===== src/rtl/adc_acc_pkg.sv =====
package adc_acc_pkg;

  localparam int SMP_W = 12;
  localparam int ACC_W = 16;
  localparam int CNT_W = 4;

  typedef enum logic [1:0] {
    RPT_1  = 2'b00,
    RPT_4  = 2'b01,
    RPT_8  = 2'b10,
    RPT_16 = 2'b11
  } rpt_e;

  // index of the final sample of a set, counting from zero
  function automatic logic [CNT_W-1:0] last_idx(input rpt_e r);
    case (r)
      RPT_4:   last_idx = CNT_W'(3);
      RPT_8:   last_idx = CNT_W'(7);
      RPT_16:  last_idx = CNT_W'(15);
      default: last_idx = '0;
    endcase
  endfunction

endpackage


===== src/rtl/adc_cfg_watch.sv =====
module adc_cfg_watch
  import adc_acc_pkg::*;
(
  input  logic clk,
  input  logic rst_n,
  input  rpt_e rpt,
  input  logic lj,
  output logic chg
);

  localparam int CFG_W = 3;

  logic [CFG_W-1:0] cur_cfg;
  logic [CFG_W-1:0] prev_q;
  logic [CFG_W-1:0] prev_d;

  assign cur_cfg = {rpt, lj};

  always_comb begin
    prev_d = cur_cfg;
  end

  always_ff @(posedge clk or negedge rst_n) begin
    if (!rst_n) prev_q <= '0;
    else        prev_q <= prev_d;
  end

  assign chg = (cur_cfg != prev_q);

endmodule


===== src/rtl/adc_sum_core.sv =====
module adc_sum_core
  import adc_acc_pkg::*;
#(
  parameter int DW = SMP_W,
  parameter int AW = ACC_W,
  parameter int CW = CNT_W
) (
  input  logic          clk,
  input  logic          rst_n,
  input  logic          vld,
  input  logic [DW-1:0] data,
  input  logic          chg,
  input  rpt_e          rpt,
  output logic          done,
  output logic [AW-1:0] sum
);

  localparam int PAD_W = AW - DW;

  logic [AW-1:0] acc_q, acc_d, base_acc;
  logic [CW-1:0] cnt_q, cnt_d, base_cnt;
  logic          acc_en;

  // a settings change restarts the set, counting the current sample as its first
  assign base_acc = chg ? '0 : acc_q;
  assign base_cnt = chg ? '0 : cnt_q;

  assign sum  = base_acc + {{PAD_W{1'b0}}, data};
  assign done = vld && (base_cnt == CW'(last_idx(rpt)));

  always_comb begin
    acc_en = vld || chg;
    acc_d  = acc_q;
    cnt_d  = cnt_q;
    if (vld) begin
      if (done) begin
        acc_d = '0;
        cnt_d = '0;
      end else begin
        acc_d = sum;
        cnt_d = base_cnt + CW'(1);
      end
    end else if (chg) begin
      acc_d = '0;
      cnt_d = '0;
    end
  end

  always_ff @(posedge clk or negedge rst_n) begin
    if (!rst_n) begin
      acc_q <= '0;
      cnt_q <= '0;
    end else if (acc_en) begin
      acc_q <= acc_d;
      cnt_q <= cnt_d;
    end
  end

endmodule


===== src/rtl/adc_res_fmt.sv =====
module adc_res_fmt
  import adc_acc_pkg::*;
#(
  parameter int DW = SMP_W,
  parameter int AW = ACC_W
) (
  input  logic          clk,
  input  logic          rst_n,
  input  logic          done,
  input  logic [AW-1:0] sum,
  input  rpt_e          rpt,
  input  logic          lj,
  output logic [AW-1:0] res,
  output logic          rdy
);

  localparam int LPAD = AW - DW;

  logic [AW-1:0] res_q, res_d;
  logic          rdy_q, rdy_d;

  always_comb begin
    res_d = res_q;
    rdy_d = done;
    if (done) begin
      if (rpt == RPT_1 && lj) res_d = {sum[DW-1:0], {LPAD{1'b0}}};
      else                    res_d = sum;
    end
  end

  always_ff @(posedge clk or negedge rst_n) begin
    if (!rst_n) begin
      res_q <= '0;
      rdy_q <= 1'b0;
    end else begin
      rdy_q <= rdy_d;
      if (done) res_q <= res_d;
    end
  end

  assign res = res_q;
  assign rdy = rdy_q;

endmodule


===== src/rtl/adc_acc_fmt.sv =====
module adc_acc_fmt
  import adc_acc_pkg::*;
(
  input  logic        clk,
  input  logic        rst_n,
  input  logic        smp_vld,
  input  logic [11:0] smp_data,
  input  logic [1:0]  rpt_sel,
  input  logic        left_just,
  output logic [7:0]  res_hi,
  output logic [7:0]  res_lo,
  output logic        res_rdy
);

  rpt_e             rpt;
  logic             chg;
  logic             done;
  logic [ACC_W-1:0] sum;
  logic [ACC_W-1:0] res;

  assign rpt = rpt_e'(rpt_sel);

  adc_cfg_watch u_watch (
    .clk   (clk),
    .rst_n (rst_n),
    .rpt   (rpt),
    .lj    (left_just),
    .chg   (chg)
  );

  adc_sum_core #(.DW(SMP_W), .AW(ACC_W), .CW(CNT_W)) u_core (
    .clk   (clk),
    .rst_n (rst_n),
    .vld   (smp_vld),
    .data  (smp_data),
    .chg   (chg),
    .rpt   (rpt),
    .done  (done),
    .sum   (sum)
  );

  adc_res_fmt #(.DW(SMP_W), .AW(ACC_W)) u_fmt (
    .clk   (clk),
    .rst_n (rst_n),
    .done  (done),
    .sum   (sum),
    .rpt   (rpt),
    .lj    (left_just),
    .res   (res),
    .rdy   (res_rdy)
  );

  assign res_hi = res[15:8];
  assign res_lo = res[7:0];

endmodule


===== config.mk =====
export PLATFORM = sky130hd
export DESIGN_NAME = adc_acc_fmt
export DESIGN_NICKNAME = d
export VERILOG_FILES = /design/src/rtl/adc_acc_pkg.sv /design/src/rtl/adc_cfg_watch.sv /design/src/rtl/adc_sum_core.sv /design/src/rtl/adc_res_fmt.sv /design/src/rtl/adc_acc_fmt.sv
export SDC_FILE = /design/constraint.sdc
export NUM_CORES = 1
export LEC_CHECK = 0
export ABC_AREA = 1
export BUFFER_PORTS_ARGS = -buffer_cell sky130_fd_sc_hd__clkbuf_2
export CORE_UTILIZATION = 45
export CTS_CLUSTER_SIZE = 28
export DETAILED_ROUTE_END_ITERATION = 8
export SLEW_MARGIN = 20
export SYNTH_ARGS = -nofsm -noshare
export SYNTH_HDL_FRONTEND = slang
export SYNTH_SLANG_ARGS = --single-unit

===== constraint.sdc =====
create_clock -name clk -period 2.75 [get_ports clk]
set_input_delay 0.1375 -clock clk [delete_from_list [all_inputs] [get_ports clk]]
set_output_delay 0.1375 -clock clk [all_outputs]
set_load 0.02 [all_outputs]

# --- Word level (Yosys, flattened, before mapping) ---
# Index checks and enable logic that the tools add are counted.
classes:
  addsub: 2
  eq_ne: 5
  n_mux: 8
  n_reduce_logical: 4
op_table:
  columns: ["cell", "count"]
  rows:
  - ["$mux 16", 4]
  - ["$add 16x12->16", 1]
  - ["$mux 4", 3]
  - ["$pmux 4 s3", 1]
  - ["$add 4x1->4 const B", 1]
  - ["$eq 2x2->1 const B", 2]
  - ["$eq 4x4->1", 1]
  - ["$ne 3x3->1", 1]
  - ["$eq 2x1->1 const B", 1]
  - ["$logic_and 1x1->1", 2]
  - ["$logic_not 2->1", 1]
  - ["$logic_or 1x1->1", 1]
totals:
  ff_bits: 40
  in_bits: 18
  elab_cells: 24

# --- Depth between registers and ports, before layout ---
# Gate-level depths: netlist of the first run.
depth:
  word_depth: 6
  depth_mapped: 19
  depth_no_buf: 18

# --- By module ---
# Synthesis of the first run repeated with hierarchy kept, for this count alone.
hier_totals:
  hier_cells: 432
  hier_area_um2: 2980.4
by_module_without_submodules:
  columns: ["module", "instances", "cells_per_inst", "area_each_um2", "seq_area_each_um2"]
  rows:
  - ["adc_sum_core", 1, 303, 1959.4, 500.5]
  - ["adc_res_fmt", 1, 114, 894.6, 425.4]
  - ["adc_cfg_watch", 1, 15, 126.4, 75.1]

# --- Least setup slack after synthesis of the first run ---
# OpenSTA, ideal clock, no wires.
synth_path:
  path_kind: "register -> register"
  from: "reg u_watch.prev_q[1]"
  to: "reg u_fmt.res_q[10] (netlist: u_fmt.res[10])"
  arrival_ns: 2.283
  t_required_ns: 2.633
  slack_ns: 0.350
  stages_incl_launch_ff: 15
  synth_period_minus_slack_ns: 2.400
  path_cell_list: "dfrtp_1 > xnor2_1 > nand3_2 > clkbuf_1 > nor2_1 > ha_1 > nand3_1 > nand2_1 > a21oi_1 > or2_2 > and2_1 > inv_1 > nand2_1 > nand3_1 > nand2_1"
synth_between:
  elab_chain_cells: 4
  elab_cells_between_ends: 7
  classes_between: "1 x add/sub; 2 x eq/ne; 3 x mux; 1 x reduce/logical"
synth_rtl:
  columns: ["item", "line", "text"]
  rows:
  - ["start, declared", "adc_cfg_watch.sv:14", "logic [CFG_W-1:0] prev_q;"]
  - ["start signal, assigned", "adc_cfg_watch.sv:25", "else prev_q <= prev_d;"]
  - ["$ne 3x3->1 (*)", "adc_cfg_watch.sv:28", "assign chg = (cur_cfg != prev_q);"]
  - ["$mux 16 or $mux 4 (tied branches)", null, null]
  - ["$add 16x12->16 or $eq 4x4->1 (tied branches)", "adc_sum_core.sv:28, adc_sum_core.sv:29", null]
  - ["$mux 16 or $logic_and 1x1->1 (tied branches)", "adc_res_fmt.sv:26, adc_sum_core.sv:29", null]
  - ["end signal, assigned", "adc_res_fmt.sv:37", "if (done) res_q <= res_d;"]
  - ["end, declared", "adc_res_fmt.sv:19", "logic [AW-1:0] res_q, res_d;"]
# Mark *: on every way between the ends. The rest lies on a longest branch, timed or not.
# A chain may end at the register's enable or synchronous reset.

# --- Final worst setup path of the first run ---
layout_path:
  from: "reg u_watch.prev_q[1]"
  to: "reg u_fmt.res_q[15] (netlist: u_fmt.res[15])"
# The elaborated chain is that of the path after synthesis.

==> key figures, run 1 <==
STA
  • Max transition margin: 0.381
  • Post-layout min period: about 2600 ps
  • Worst Hold Margin: -31.2 ps
  • Max Clock Skew: 8.14 ps
  • Fin. Hold Viols: 40
  • Final slew viol count: 0
  • Maximum clock frequency: 388 MHz
  • Worst slew pin tran: 929 ps
  • RSZ-0062 raised after global routing: yes
  • Final setup violation count: 0
  • Final period utilization: 0.937
  • Post-Route Setup TNS: 0 ps

Die
  • Chip Height: 79.9 um
  • Core box area: about 5700 um^2
  • Die Outline Area: 6380 um^2
  • Die span in x: 79.9 um
  • Ports placed on the boundary: 35
  • Initial standard-cell utilization of the core: 0.481
  • Number of standard-cell rows in the floorplan: 27

Critical path
  • Cell-by-cell trace of the critical path: xnor2_2, nand3_4, nor2_1, ha_1, nand2_1, inv_1, a21oi_2, inv_1, nand2_1, nand3_1, nand2_1, nand2_1, nor2_1, nor2_2, nand2_1, nand2_1
  • Worst-path maximum fanout: 8
  • Cell type with the highest occurrence count on the critical path: sky130_fd_sc_hd__nand2_1
  • CP top delay family: simple AND/OR/NAND/NOR gates
  • Critical path startpoint category: register
  • Start-to-end type of the worst setup path: reg -> reg
  • CP peak stage delay: 420 ps
  • Required time at the endpoint of the critical path: about 3000 ps
  • Arrival time at the worst endpoint: 2770 ps
  • Worst Setup End Kind: register
  • Slowest cell on the critical path: sky130_fd_sc_hd__dfrtp_1
  • Count of buffering cells on the critical path with inverters included: 2

Clock tree
  • Clock latency on the worst-skew pair: 300 ps
  • Count of H-tree levels built during CTS: 2
  • Sink Count: 40
  • Inserted Clock Buffers: 5
  • Clock root buffer: sky130_fd_sc_hd__clkbuf_8
  • Maximum buffer depth of the clock tree: 2
  • Clock-pin slew on the worst setup and hold paths: ~80 ps
  • CTS tree: done

Yosys
  • Distinct cell type count of the synthesized netlist: 30
  • Avg Cell Area, Syn: 6.82 um^2
  • Sequential cell area fraction in the yosys report: 0.367
  • Yosys warning total: 0
  • Post-Syn Nets: 432
  • Post-synthesis sequential element count: 40
  • Cell Area, Synth: around 2700 um^2
  • Cells after Synth: 400

Place
  • Detailed placement HPWL: 5350 um
  • Post-DP Area: 2970 um^2
  • Number of port buffers: 34
  • Placed cell count: 501
  • Placer's final routability congestion estimate: 0.867

Hold path
  • Path type of the worst min-delay path: in -> async

Route
  • Routed via count: 2579
  • DR pass1 iterations: 4
  • Final Routed Wirelength: between 7000 and 8000 um
  • Routed length per instance: 13.8 um
  • # DRC: 0
  • Number of violations reported at the end of detailed-routing iteration 0: 84
  • Final ANT Viol Nets: 0
  • Average vias per placed instance: 5.02

Pwr
  • Worst VDD drop: 0.331 mV
  • Post-route total power: between 1.5 and 2 mW
  • Total power density per cell area: 478 nW/um^2
  • Leakage: 1.76 nW

Run status
  • Violations in the final reports: negative hold slack
  • Status: complete, but fails checks

Layout
  • Post-route cell area: 3170 um^2
  • Diodes inserted: 0
  • Final standard cell utilization of the core: 0.559
  • Final Net Count: 473
  • Count of placed standard cells in the final layout, fillers left out: 514
  • Syn-to-layout area delta: 16.2%
  • Ratio of cells with drive above 1 in the final layout: 0.179

Global routing
  • Initial antenna violation count: 0
  • Maximum number of pins on one net before global-route repair: 41
  • Via count of the first global-routing pass: about 2500
  • Wire length of the first global-routing pass: 11700 um
  • Total overflow reported by the global router: 0
  • Aggregate global-route resource usage: 0.242

Run
  • Max cap viols: 0
[per-layer routing]
metal,part of all wire,wire [um],track usage,vias to the layer above
met5,0,0,0,-
met4,0.0090,64,0.0607,0
met2,0.47,3300,0.409,41
met1,0.49,3490,0.323,1197
met3,0.031,218,0.0377,7
li1,-,-,-,1334
[sequential cells by signal (all words and copies together) (netlist names)]
| signal | cells |
|---|---|
| u_core.acc_q | 16 |
| u_core.cnt_q | 4 |
| u_fmt.rdy | 1 |
| u_fmt.res | 16 |
| u_watch.prev_q | 3 |
[repair_timing]
action | in CTS | in global routing
buffers inserted | 1 | 3
hold buffers | 1 | 0
hold endpoints to repair | 1 | 0
cloned | 0 | 0
resized for setup | 1 | 11
pin swaps | 1 | 5
setup endpoints to repair | 2 | 21
[cell usage in the layout (no fill, tap or decap), drive strengths merged, types with 2 or more instances in the layout]
master / count
clkbuf: 38
xor2: 4
nand3: 24
ha: 13
or2: 3
o21ai: 26
o21bai: 2
inv: 49
a21oi: 8
clkinv: 2
nand2: 156
xnor2: 6
o22ai: 2
buf: 9
nand4: 5
nor2: 47
dfrtp: 40
[layout make-up]
class                      count  area (um^2)
fill                         581         2500
multi-input combinational    301         1540
sequential                    40         1000
timing repair buffer          43          240
inverter                      50          188
tap                           72         90.1
clock buffer                   5         68.8
clock inverter                 3         42.5
[power by group]
group          switching [mW]  internal (mW)  total (mW)
Clock                   0.225          0.269       0.494
Combinational           0.225          0.116       0.341
Sequential             0.0344          0.647       0.681
[worst reg2reg max path, cell delays in order, from the launching register on]
cell,delay (ps)
sky130_fd_sc_hd__dfrtp_1,420
sky130_fd_sc_hd__xnor2_2,240
sky130_fd_sc_hd__nand3_4,150
sky130_fd_sc_hd__nor2_1,170
sky130_fd_sc_hd__ha_1,310
sky130_fd_sc_hd__nand2_1,150
sky130_fd_sc_hd__inv_1,70
sky130_fd_sc_hd__a21oi_2,210
sky130_fd_sc_hd__inv_1,60
sky130_fd_sc_hd__nand2_1,100
sky130_fd_sc_hd__nand3_1,100
sky130_fd_sc_hd__nand2_1,70
sky130_fd_sc_hd__nand2_1,130
sky130_fd_sc_hd__nor2_1,150
sky130_fd_sc_hd__nor2_2,50
sky130_fd_sc_hd__nand2_1,60
sky130_fd_sc_hd__nand2_1,40
[through the flow]
stage	hold slack, ps	setup slack [ps]
floorplan	-158	350
global placement	281	32.9
detailed placement	285	21.3
CTS	24.6	18.1
global route	29.3	-64.2
finish	-31.2	173
[cells by family (layout without fill, tap and decap cells)]
group,Yosys count,after routing,synth area share
AND/OR/NAND/NOR,237,237,0.367
flip-flops,40,40,0.367
XOR/XNOR,10,10,0.0321
AO/OA/AOI/OAI,40,40,0.0794
buffers and inverters,59,101,0.0876
adder cells (fa/ha/maj),14,14,0.0670
[final timing paths]
path                                   start           endpoint  slack, ps  depth (start not counted)
min in group clk                  rpt_sel[1]  u_watch.prev_q[2]         30                          1
max in group asynchronous              rst_n       u_fmt.res[6]       2190                          1
max                        u_watch.prev_q[1]      u_fmt.res[15]        170                         16
max reg2reg                u_watch.prev_q[1]      u_fmt.res[15]        170                         16
min reg2reg                    u_fmt.res[12]      u_fmt.res[12]        480                          2
min                                    rst_n   u_core.acc_q[11]        -30                          1
[cell usage after synthesis, drive strengths merged]
| cell | count | area share |
|---|---|---|
| a21boi | 1 | 0.0028 |
| a21oi | 8 | 0.016 |
| and2 | 1 | 0.0023 |
| buf | 4 | 0.012 |
| clkbuf | 5 | 0.0069 |
| clkinv | 1 | 0.0014 |
| dfrtp | 40 | 0.37 |
| fa | 1 | 0.0073 |
| ha | 13 | 0.060 |
| inv | 49 | 0.067 |
| nand2 | 156 | 0.22 |
| nand3 | 24 | 0.048 |
| nand3b | 1 | 0.0028 |
| nand4 | 5 | 0.011 |
| nor2 | 47 | 0.076 |
| o211ai | 1 | 0.0028 |
| o21ai | 26 | 0.048 |
| o21bai | 2 | 0.0055 |
| o22ai | 2 | 0.0046 |
| or2 | 3 | 0.0069 |
| xnor2 | 6 | 0.019 |
| xor2 | 4 | 0.013 |
No activity file was read; power rests on OpenSTA's default activity.
==> inputs of run 2 (changes only) <==
- ABC_AREA: 1 -> default
- CAP_MARGIN: default -> 10
==> run 2 against run 1 <==
Against the previous run: the run ends with negative hold slack, negative setup slack left; maximum frequency fell by 12%; via count fell by 4.7%; non-clock buffer count rose by 42; largest cell class unchanged; highest routed layer unchanged.
==> key figures, run 2 <==
Die
  • Chip Height: 77.8 um (-2.5%)
  • Core box area: 5540 um^2 (-2.4%)
  • Ports placed on the boundary: 35 (unchanged)
  • Die Outline Area: 6060 um^2 (-5.0%)
  • Initial standard-cell utilization of the core: 0.467 (-0.0136)
  • Number of standard-cell rows in the floorplan: 27 (unchanged)
  • Die span in x: 77.8 um (-2.5%)

Clock tree
  • Maximum buffer depth of the clock tree: 2 (unchanged)
  • Clock-pin slew on the worst setup and hold paths: 80 ps (about the same)
  • Sink Count: 40 (unchanged)
  • Clock latency on the worst-skew pair: 300 ps (about the same)
  • Cts-stage hold buffer count: 0 (-1)
  • CTS tree: done
  • Clock root buffer: sky130_fd_sc_hd__clkbuf_8
  • Count of H-tree levels built during CTS: 2 (unchanged)
  • Inserted Clock Buffers: 5 (unchanged)

STA
  • Max Clock Skew: 6.28 ps (-1.87 ps)
  • Fin. Hold Viols: 40 (unchanged)
  • Worst path setup slack after routing: -163 ps (-336 ps)
  • Final setup violation count: 14 (+14)
  • Worst slew pin tran: 935 ps (+6.25 ps)
  • Final period utilization: 1.06 (+0.122)
  • Post-layout min period: 2910 ps (+336 ps)
  • Post-Route Setup TNS: -1130 ps (-1130 ps)
  • Worst Hold Margin: -21.6 ps (+9.63 ps)
  • Maximum clock frequency: 343 MHz (-12%)
  • Max transition margin: 0.377 (-0.00417)
  • RSZ-0062 raised after global routing: yes
  • Final slew viol count: 0 (unchanged)

Run status
  • Status: complete, but fails checks
  • Violations in the final reports: negative hold slack, negative setup slack

Run
  • Max cap viols: 0 (unchanged)

Critical path
  • Cell-by-cell trace of the critical path: xor2_2, nor3_4, buf_6, and2_4, ha_4, fa_2, a21o_1, a221oi_4, o211a_1, nor4b_4, or4_1, nand3_1
  • Slowest cell on the critical path: sky130_fd_sc_hd__dfrtp_1
  • Start-to-end type of the worst setup path: reg -> reg
  • Critical path startpoint category: register
  • Required time at the endpoint of the critical path: 2980 ps (+30 ps)
  • Arrival time at the worst endpoint: 3150 ps (+380 ps)
  • Cell depth of the worst flop-to-flop path: 12 (-4)
  • CP peak stage delay: 410 ps (about the same)
  • Worst Setup End Kind: register
  • Worst-path maximum fanout: 6 (-2)

Global routing
  • Initial antenna violation count: 0 (unchanged)
  • Aggregate global-route resource usage: 0.256 (+0.0140)
  • Via count of the first global-routing pass: 2340 (-4.7%)
  • Total overflow reported by the global router: 0 (unchanged)
  • Maximum number of pins on one net before global-route repair: 41 (unchanged)
  • Wire length of the first global-routing pass: 11800 um (+1.4%)

Route
  • Number of violations reported at the end of detailed-routing iteration 0: 137 (+63%)
  • Routed length per instance: 16.5 um (+20%)
  • Routed via count: 2457 (-4.7%)
  • Average vias per placed instance: 5.57 (+11%)
  • Final ANT Viol Nets: 0 (unchanged)
  • DR pass1 iterations: 4 (unchanged)
  • # DRC: 0 (unchanged)
  • Final Routed Wirelength: 7290 um (+3.0%)

Pwr
  • Worst VDD drop: 0.192 mV (-42%)
  • Leakage: 1.73 nW (-1.9%)
  • Post-route total power: 1.65 mW (+9.1%)
  • Total power density per cell area: 453 nW/um^2 (-5.4%)

Yosys
  • Dominant cell by count in the synthesized netlist: sky130_fd_sc_hd__nand2_1
  • Fraction of synthesis flops using an asynchronous set or reset pin: 1.00 (unchanged)
  • Most common flop cell mapped by yosys: sky130_fd_sc_hd__dfrtp_1
  • Avg Cell Area, Syn: 8.83 um^2 (+30%)
  • Post-Syn Nets: 325 (-25%)
  • Post-synthesis sequential element count: 40 (unchanged)
  • Yosys top cell area share: 0.387 (+0.0199)
  • Cell type with the largest total area after synthesis: sky130_fd_sc_hd__dfrtp_1
  • Synth top area cells: sky130_fd_sc_hd__dfrtp_1, sky130_fd_sc_hd__nand2_1, sky130_fd_sc_hd__ha_1
  • Cell Area, Synth: 2590 um^2 (-5.1%)
  • Distinct cell type count of the synthesized netlist: 52 (+73%)
  • Yosys warning total: 0 (unchanged)
  • Synth cell count leaders: sky130_fd_sc_hd__nand2_1, sky130_fd_sc_hd__dfrtp_1, sky130_fd_sc_hd__nor2_1
  • Cells after Synth: 293 (-27%)
  • EDFF count, synth: 0 (unchanged)
  • Sequential cell area fraction in the yosys report: 0.387 (+0.0199)

Place
  • Placer's final routability congestion estimate: 0.805 (-7.2%)
  • Number of port buffers: 34 (unchanged)
  • Placed cell count: 422 (-16%)
  • Place WS: -208 ps (-230 ps)
  • Post-DP Area: 3190 um^2 (+7.5%)
  • Detailed placement HPWL: 5040 um (-5.8%)

Hold path
  • Path type of the worst min-delay path: in -> async

Layout
  • Diodes inserted: 0 (unchanged)
  • Post-route cell area: 3660 um^2 (+15%)
  • Final standard cell utilization of the core: 0.660 (+0.101)
  • Final Net Count: 400 (-15%)
  • Ratio of cells with drive above 1 in the final layout: 0.412 (+0.233)
  • Highest-count cells in the layout ignoring fill and taps: sky130_fd_sc_hd__nand2_1, sky130_fd_sc_hd__buf_4, sky130_fd_sc_hd__dfrtp_1
  • Syn-to-layout area delta: 41.3%
  • Count of placed standard cells in the final layout, fillers left out: 441 (-14%)
run 2: changes by cell type after synthesis, sizes merged, moves of 8 or more:
cell / delta
nand2: -107
inv: -40
nor2: -29
o21ai: -16
and2: +15
nand3: -9
a21oi: +8
o2bb2ai: +8
run 2: path summary, 6_finish.rpt:
kind | startpoint | end | slack [ps]
setup / recovery | u_watch.prev_q[1] | u_fmt.res[14] | -160
hold / removal | rst_n | u_core.acc_q[11] | -20
setup reg to reg | u_watch.prev_q[1] | u_fmt.res[14] | -160
hold reg to reg | u_fmt.res[0] | u_fmt.res[0] | 470
max in group asynchronous | rst_n | u_fmt.res[8] | 2200
min in group clk | left_just | u_watch.prev_q[0] | 100
run 2: cell type report:
| cell class | instances | area (um^2) |
|---|---|---|
| fill | 454 | 1880 |
| sequential | 40 | 1000 |
| tap | 72 | 90.1 |
| clock inverter | 1 | 7.51 |
| inverter | 9 | 33.8 |
| multi-input combinational | 227 | 1860 |
| clock buffer | 7 | 86.3 |
| timing repair buffer | 85 | 576 |
run 2: layer usage:
metal  vias up  part of all wire  GRT usage
li1       1199                 -          -
met1      1199              0.47      0.377
met2        51              0.48      0.395
met3         8             0.043     0.0341
met4         0            0.0086     0.0642
met5         -                 0          0
run 2: power breakdown:
group / switching, mW / internal (mW) / leakage, nW
Combinational: 0.304 / 0.225 / 1.18
Clock: 0.219 / 0.204 / 0.0445
Sequential: 0.0415 / 0.661 / 0.506
run 2: repair_timing:
action,4_1_cts,5_1_grt
resized for setup,27,32
pin swaps,32,28
endpoints found under the setup margin,17,21
setup buffers,4,10
hold endpoints to repair,0,0
run 2: cell families (layout without fill, tap and decap cells):
group	Yosys count	count (layout)	synth area share
AOI/OAI and AO/OA	78	78	0.218
DFF	40	40	0.387
adders and majority gates	14	14	0.0706
and+or+nand+nor	120	120	0.232
muxes	2	2	0.00870
xor gates and xnor gates	13	13	0.0440
buffers and inverters	26	102	0.0401
run 2: worst max-delay path, delay by kind of cell, from the launching register on:
family	cells	cell delay (ps)
compound gates	3	790
simple gates	5	750
xor+xnor	1	210
flops	1	410
fa+ha+maj	2	530
buf+inv	1	140
